$ cat src/rtl/sdc_pkg.sv
package sdc_pkg;

  typedef enum logic [1:0] {
    GATE_COUNT = 2'd0,
    GATE_CLEAR = 2'd1,
    GATE_NINE  = 2'd2
  } gate_e;

  // Preset outranks clear; otherwise the sections count.
  function automatic gate_e gate_decode(input logic clr_a, input logic clr_b,
                                        input logic nine_a, input logic nine_b);
    if (nine_a && nine_b)      return GATE_NINE;
    else if (clr_a && clr_b)   return GATE_CLEAR;
    else                       return GATE_COUNT;
  endfunction

endpackage

$ cat src/rtl/sdc_edge_sync.sv
module sdc_edge_sync #(
  parameter int STAGES = 2
) (
  input  logic clk,
  input  logic rst_n,
  input  logic din,
  output logic fall_o
);

  logic sync_q [STAGES];
  logic prev_q;

  always_ff @(posedge clk or negedge rst_n) begin
    if (!rst_n) sync_q[0] <= 1'b0;
    else        sync_q[0] <= din;
  end

  generate
    for (genvar g = 1; g < STAGES; g++) begin : g_stage
      always_ff @(posedge clk or negedge rst_n) begin
        if (!rst_n) sync_q[g] <= 1'b0;
        else        sync_q[g] <= sync_q[g-1];
      end
    end
  endgenerate

  // Reset to 0 so a high input at reset is seen as a rise, never a fall.
  always_ff @(posedge clk or negedge rst_n) begin
    if (!rst_n) prev_q <= 1'b0;
    else        prev_q <= sync_q[STAGES-1];
  end

  assign fall_o = prev_q & ~sync_q[STAGES-1];

endmodule

$ cat src/rtl/sdc_toggle_stage.sv
module sdc_toggle_stage
  import sdc_pkg::*;
(
  input  logic  clk,
  input  logic  rst_n,
  input  gate_e gate,
  input  logic  adv,
  output logic  q,
  output logic  carry_o
);

  logic q_next;

  always_comb begin
    unique case (gate)
      GATE_NINE:  q_next = 1'b1;
      GATE_CLEAR: q_next = 1'b0;
      default:    q_next = adv ? ~q : q;
    endcase
  end

  always_ff @(posedge clk or negedge rst_n) begin
    if (!rst_n) q <= 1'b0;
    else        q <= q_next;
  end

  // Counted 1-to-0 step of this stage.
  assign carry_o = (gate == GATE_COUNT) & adv & q;

endmodule

$ cat src/rtl/sdc_modn_stage.sv
module sdc_modn_stage
  import sdc_pkg::*;
#(
  parameter int MOD        = 5,
  parameter int W          = $clog2(MOD),
  parameter int PRESET_VAL = MOD - 1
) (
  input  logic         clk,
  input  logic         rst_n,
  input  gate_e        gate,
  input  logic         adv,
  output logic [W-1:0] q
);

  localparam logic [W-1:0] LAST = W'(MOD - 1);
  localparam logic [W-1:0] PRE  = W'(PRESET_VAL);

  logic [W-1:0] q_next;
  logic [W-1:0] q_step;

  // Last legal state and every illegal state fall back to zero.
  assign q_step = (q >= LAST) ? '0 : q + W'(1);

  always_comb begin
    unique case (gate)
      GATE_NINE:  q_next = PRE;
      GATE_CLEAR: q_next = '0;
      default:    q_next = adv ? q_step : q;
    endcase
  end

  always_ff @(posedge clk or negedge rst_n) begin
    if (!rst_n) q <= '0;
    else        q <= q_next;
  end

endmodule

$ cat src/rtl/split_decade_counter.sv
module split_decade_counter
  import sdc_pkg::*;
#(
  parameter int SYNC_STAGES = 2,
  parameter int HI_MOD      = 5
) (
  input  logic                     clk,
  input  logic                     rst_n,
  input  logic                     cnt_a_in,
  input  logic                     cnt_b_in,
  input  logic                     chain_en,
  input  logic                     clr_a,
  input  logic                     clr_b,
  input  logic                     nine_a,
  input  logic                     nine_b,
  output logic [$clog2(HI_MOD):0]  q_out
);

  localparam int HI_W = $clog2(HI_MOD);

  gate_e             gate;
  logic              a_fall;
  logic              b_fall;
  logic              a_carry;
  logic              hi_adv;
  logic              lo_q;
  logic [HI_W-1:0]   hi_q;

  assign gate = gate_decode(clr_a, clr_b, nine_a, nine_b);

  sdc_edge_sync #(.STAGES(SYNC_STAGES)) u_sync_a (
    .clk(clk), .rst_n(rst_n), .din(cnt_a_in), .fall_o(a_fall)
  );

  sdc_edge_sync #(.STAGES(SYNC_STAGES)) u_sync_b (
    .clk(clk), .rst_n(rst_n), .din(cnt_b_in), .fall_o(b_fall)
  );

  sdc_toggle_stage u_lo (
    .clk(clk), .rst_n(rst_n), .gate(gate), .adv(a_fall),
    .q(lo_q), .carry_o(a_carry)
  );

  assign hi_adv = chain_en ? a_carry : b_fall;

  sdc_modn_stage #(.MOD(HI_MOD), .W(HI_W), .PRESET_VAL(HI_MOD - 1)) u_hi (
    .clk(clk), .rst_n(rst_n), .gate(gate), .adv(hi_adv), .q(hi_q)
  );

  assign q_out = {hi_q, lo_q};

endmodule

$ cat config.mk
export PLATFORM = sky130hd
export DESIGN_NAME = split_decade_counter
export DESIGN_NICKNAME = d
export VERILOG_FILES = /design/src/rtl/sdc_pkg.sv /design/src/rtl/sdc_edge_sync.sv /design/src/rtl/sdc_toggle_stage.sv /design/src/rtl/sdc_modn_stage.sv /design/src/rtl/split_decade_counter.sv
export SDC_FILE = /design/constraint.sdc
export NUM_CORES = 1
export LEC_CHECK = 0
export BUFFER_PORTS_ARGS = -buffer_cell sky130_fd_sc_hd__buf_4
export CAP_MARGIN = 30
export CORE_AREA = 3 3 40 42
export DETAILED_ROUTE_END_ITERATION = 6
export DIE_AREA = 0 0 43 45
export PLACE_DENSITY = 0.51
export SLEW_MARGIN = 5
export SYNTH_ARGS = -nofsm -noshare
export SYNTH_HDL_FRONTEND = slang
export SYNTH_SLANG_ARGS = --single-unit
$ cat constraint.sdc
create_clock -name clk -period 1.5 [get_ports clk]
set_clock_uncertainty 0.15 [all_clocks]
set_input_delay 0.15 -clock clk [delete_from_list [all_inputs] [get_ports clk]]
set_output_delay 0.15 -clock clk [all_outputs]
set_load 0.02 [all_outputs]
* Word level (Yosys, flattened, before mapping)
Cells that the tools add are included.
Widths: inputs -> output; s select.
** Operators by class
- Bitwise operators :: 7
- Reduce and logical (&&, ||, !) cells :: 5
- Eq/ne operators :: 2
- Add/sub/neg operators :: 1
- Muxes and demuxes :: 8
- Magnitude comparators :: 1
** Operators by type and width (count)
- $mux 3 :: 2
- $pmux 3 s2 :: 1
- $reduce_bool 3->1 :: 2
- $and 1x1->1 :: 4
- $add 3x1->3 const B :: 1
- $ge 3x3->1 const B :: 1
- $mux 1 :: 3
- $not 1->1 :: 3
- $eq 2x1->1 const B :: 1
- $eq 2x2->1 const B :: 1
- $logic_and 1x1->1 :: 2
- $logic_not 2->1 :: 1
- $mux 2 :: 1
- $pmux 1 s2 :: 1
** Word-level totals
- Output and inout bits :: 4
- Word-level logic and storage cells :: 32
- Bits in registers :: 10
- Input bits :: 9

* Logic depth before layout (Yosys ltp)
- Word-level depth :: 9
- Depth in mapped cells :: 4

* Cells and area by module
A second synthesis with hierarchy kept.
** Second synthesis, totals
- Cell total of the unflattened synthesis :: 46
- Area total of the unflattened synthesis :: 536.8 um^2
** By module, submodules not included
- sdc_modn_stage :: instances 1, seq. area each 75.1 um^2, cells each 20, area each 215.2 um^2
- sdc_edge_sync :: instances 2, seq. area each 75.1 um^2, cells each 4, area each 88.8 um^2
- sdc_toggle_stage :: instances 1, seq. area each 25.0 um^2, cells each 13, area each 107.6 um^2
- split_decade_counter :: instances 1, seq. area each 0.0 um^2, cells each 5, area each 36.3 um^2

* Worst setup path before layout
Ideal clock, no wire load.
- Path type :: register -> register
- From :: register u_hi.q[0]
- To :: register u_hi.q[1]
- Clock period less this slack :: 1.257 ns
- Slack :: 0.243 ns
- Cell stages (with the launch flop) :: 5
- Setup time :: 0.124 ns
- Data arrival time :: 0.983 ns
- Path through :: dfrtp_1 > inv_1 > ha_1 > o211ai_1 > a21oi_1
** Between the ends
- Word-level cells in the longest chain between the ends :: 4
** Ends and longest elaborated chain
- from (decl) :: RTL line sdc_modn_stage.sv:12 : output logic [W-1:0] q
- from (signal assigned) :: RTL line sdc_modn_stage.sv:34 : else q <= q_next;
- $add 3x1->3 or $ge 3x3->1 (tied branches) :: RTL line sdc_modn_stage.sv:22 : assign q_step = (q >= LAST) ? '0 : q + W'(1);
- $mux 3 * :: RTL line sdc_modn_stage.sv:22
- $mux 3 * :: RTL line sdc_modn_stage.sv:28 : default: q_next = adv ? q_step : q;
- $pmux 3 s2 * :: RTL line sdc_modn_stage.sv:25 : unique case (gate)
Mark *: on every way between the ends. The rest lies on a longest branch, timed or not. The select of a mux whose other input is x is not followed.
A chain may end at the register's enable or synchronous reset.

* Worst setup path in the final report
- From :: register u_sync_b.sync_q[0] (netlist bit)
- To :: register u_hi.q[2]
** Between the ends
- Word-level cells in the longest chain between the ends :: 4
** Ends and longest elaborated chain
- from (decl) :: RTL line sdc_edge_sync.sv:10 : logic sync_q [STAGES];
- from (signal, indexed assignment) :: RTL line sdc_edge_sync.sv:22 : else sync_q[g] <= sync_q[g-1];
- $not 1->1 :: RTL line sdc_edge_sync.sv:33 : assign fall_o = prev_q & ~sync_q[STAGES-1];
- $and 1x1->1 :: RTL line sdc_edge_sync.sv:33
- $mux 1 :: RTL line split_decade_counter.sv:44 : assign hi_adv = chain_en ? a_carry : b_fall;
- $reduce_bool 3->1 (no source line)
No other way between the ends.

==> flow_summary.json <==
{
  "status": "complete, no violations",
  "syn-cell-area_sq_um": 427,
  "clock_path_buffers": 2,
  "period_share": 0.828,
  "yosysWarnings": 0,
  "yosysUniqueCellTypes": 17,
  "worstHoldStart": "clr_b",
  "p_switching_uw": 143,
  "grt_antenna_before_repair": 0,
  "rr_worst_depth": 3,
  "switching_share": 0.248,
  "gp_congestion": 0.731,
  "finalSetupViolations": 0,
  "die_x_microns": 43,
  "regToRegSetupSlack_ns": 0.26,
  "required_ns": 1.49,
  "diodes": 0,
  "clock-sinks": 10,
  "synth_cells": 36,
  "grt_pass1_wl_microns": 1300,
  "core_area_sq_um": 1280,
  "cts_tree": "done",
  "hold_class": "input pin to flop",
  "synth_area_leaders": "dfrtp_1, ha_1, nand3_1, inv_1, o211ai_1",
  "die_y_microns": 45,
  "rows": 13,
  "wl_microns": 702,
  "synth_edf_count": 0,
  "htreeDepth": 1,
  "syn_area_per_cell_sq_um": 11.9,
  "holdPathEnd": "u_lo.q",
  "cts.clk_slew.worst_paths_ns": 0.06,
  "clockPowerShare": 0.302,
  "period_needed_ns": 1.24,
  "crit_path_start_kind": "flop",
  "seq_power_share": 0.528,
  "yosysTopAreaCell": "dfrtp_1",
  "drtAntennaViolNets": 0,
  "power_density_nw_per_um2": 960,
  "crit_arrival_ns": 1.23,
  "cts-resized-gates": 0,
  "drive_above_1_share": 0.309,
  "internal_power_uw": 434,
  "drc": 0,
  "synth.most_common_cell": "dfrtp_1",
  "synth_ff_type": "dfrtp_1",
  "port_buffers": 12,
  "rr_endpoint": "u_hi.q[2]",
  "drt-wirelength-per-cell_microns": 10.0,
  "nNetsFinal": 68,
  "worstSetupPathType": "flop to flop",
  "syn_to_final_growth_pct": 40.8,
  "worst_slew_pin_slew_ns": 0.211,
  "grt_max_degree": 11,
  "worst_r2r_startpoint": "u_sync_b.sync_q[0]",
  "ys_ff_latch": 10,
  "clk-insertion-delay-late_ns": 0.25,
  "cp-end-kind": "flop",
  "synth-seq-area-share": 0.587,
  "syn_nets": 47,
  "ir_worst_vdd_v": 0.000610,
  "root_buffer": "clkbuf_4",
  "rsz0062_at_grt": "no",
  "dr_total_vias": 332,
  "synth.top_cell.area_share": 0.587,
  "max_freq_ghz": 0.805,
  "io_pins": 13,
  "p_comb_frac": 0.170,
  "initial_utilization": 0.332,
  "finalHoldViolCount": 0,
  "whs_path_depth": 4,
  "dp_hpwl_microns": 587,
  "drv_cap": 0,
  "avgViaCountPerCell": 4.74,
  "critPathMaxFanout": 3,
  "relSlewSlack": 0.858,
  "grt_pass1_vias": 337,
  "numCtsBuffers": 3,
  "grt_overflow": 0,
  "power.leakage_uw": 0.000285,
  "dr.pass1.iters": 2,
  "holdWs_ns": 0.0828,
  "grt_usage": 0.0939,
  "yosys-top-cells-count": "dfrtp_1, inv_1, nand2_1, nand3_1",
  "fin_tns_setup_ns": 0,
  "place_inst": 62,
  "finalNonFillerCells": 70,
  "dieArea_sq_um": 1940,
  "drt-initial-drc-count": 1,
  "async_flop_share": 1.00,
  "maxSlewViolCount": 0
}
## routing by layer
layer | up-vias | part of all wire | global-route usage
met4 | 0 | 0 | 0.0904
li1 | 166 | - | -
met2 | 7 | 0.51 | 0.156
met5 | - | 0 | 0
met1 | 159 | 0.43 | 0.0960
met3 | 0 | 0.056 | 0.0239
## kinds of logic (layout without fill, tap and decap cells)
logic type	Yosys count	after routing	synth area share
compound gates	6	6	0.0909
xor+xnor	1	1	0.0205
fa+ha+maj	2	2	0.0586
buf+inv	5	24	0.0528
flops	10	10	0.587
simple gates	12	12	0.191
## power by group through the flow
stage | sequential (uW) | combinational (uW) | clock [uW]
4_1_cts | 305 | 100 | 181
2_1_floorplan | 314 | 44.3 | 0
3_3_place_gp | 309 | 89.0 | 0
6_report | 304 | 98.1 | 174
5_1_grt | 307 | 109 | 194
3_5_place_dp | 310 | 89.8 | 0
## critical path: stages, from the launching register on
cell     delay (ns)
dfrtp_1        0.40
or3b_4         0.41
nand4_1        0.10
nand3_1        0.07
## state kept, by name, summed over array words and instances, names as in the netlist
name,flops
u_sync_a.prev_q,1
u_sync_a.sync_q,2
u_lo.q,1
u_sync_b.prev_q,1
u_sync_b.sync_q,2
u_hi.q,3
## layout make-up
class                   count  area (sq um)
multi-input cells          21           154
flip-flops and latches     10           250
well taps                  15          18.8
clock buffers               3          22.5
fillers                   119           684
repair buffers             17           140
inverters                   4          15.0
## layout by cell type (no fill, tap or decap)
cell and n:
nand4b_1 1, or3b_4 1, nand4_1 1, o21ai_0 1
ha_1 2, o211ai_1 2, o2111ai_1 1, dfrtp_1 10
xnor2_1 1, nor2b_1 1, a21oi_1 2, inv_1 4
dlygate4sd3_1 5, buf_4 12, clkbuf_4 3, nand2_1 3
and4b_1 1, nor3b_2 1, nand3_1 3
## per-stage QoR
| stage | area, sq um | utilization | setup slack, ns | total power [uW] |
|---|---|---|---|---|
| 3_5_place_dp | 528 | 0.411 | 0.260 | 400 |
| 5_1_grt | 601 | 0.467 | 0.214 | 609 |
| 3_3_place_gp | 528 | 0.411 | 0.262 | 398 |
| 4_1_cts | 601 | 0.467 | 0.252 | 586 |
| 2_1_floorplan | 427 | - | 0.243 | 359 |
| 6_report | 601 | 0.467 | 0.258 | 577 |
## how the worst max path moves through the flow
stage / slack, ns / cells past startpoint / end / startpoint
floorplan: 0.24 / 4 / u_hi.q[1] / u_hi.q[0]
global placement: 0.26 / 3 / u_hi.q[2] / u_sync_b.sync_q[0]
detailed placement: 0.26 / 3 / u_hi.q[2] / u_sync_b.sync_q[0]
CTS: 0.25 / 3 / u_hi.q[2] / u_sync_b.sync_q[0]
global route: 0.21 / 3 / u_hi.q[1] / u_sync_b.sync_q[0]
finish: 0.26 / 3 / u_hi.q[2] / u_sync_b.sync_q[0]
## what timing repair did
item / 4_1_cts / 5_1_grt
buffers inserted: 0 / 0
endpoints found under the hold margin: 14 / 0
hold buffers: 5 / 0
No activity file was read; power rests on OpenSTA's default activity.
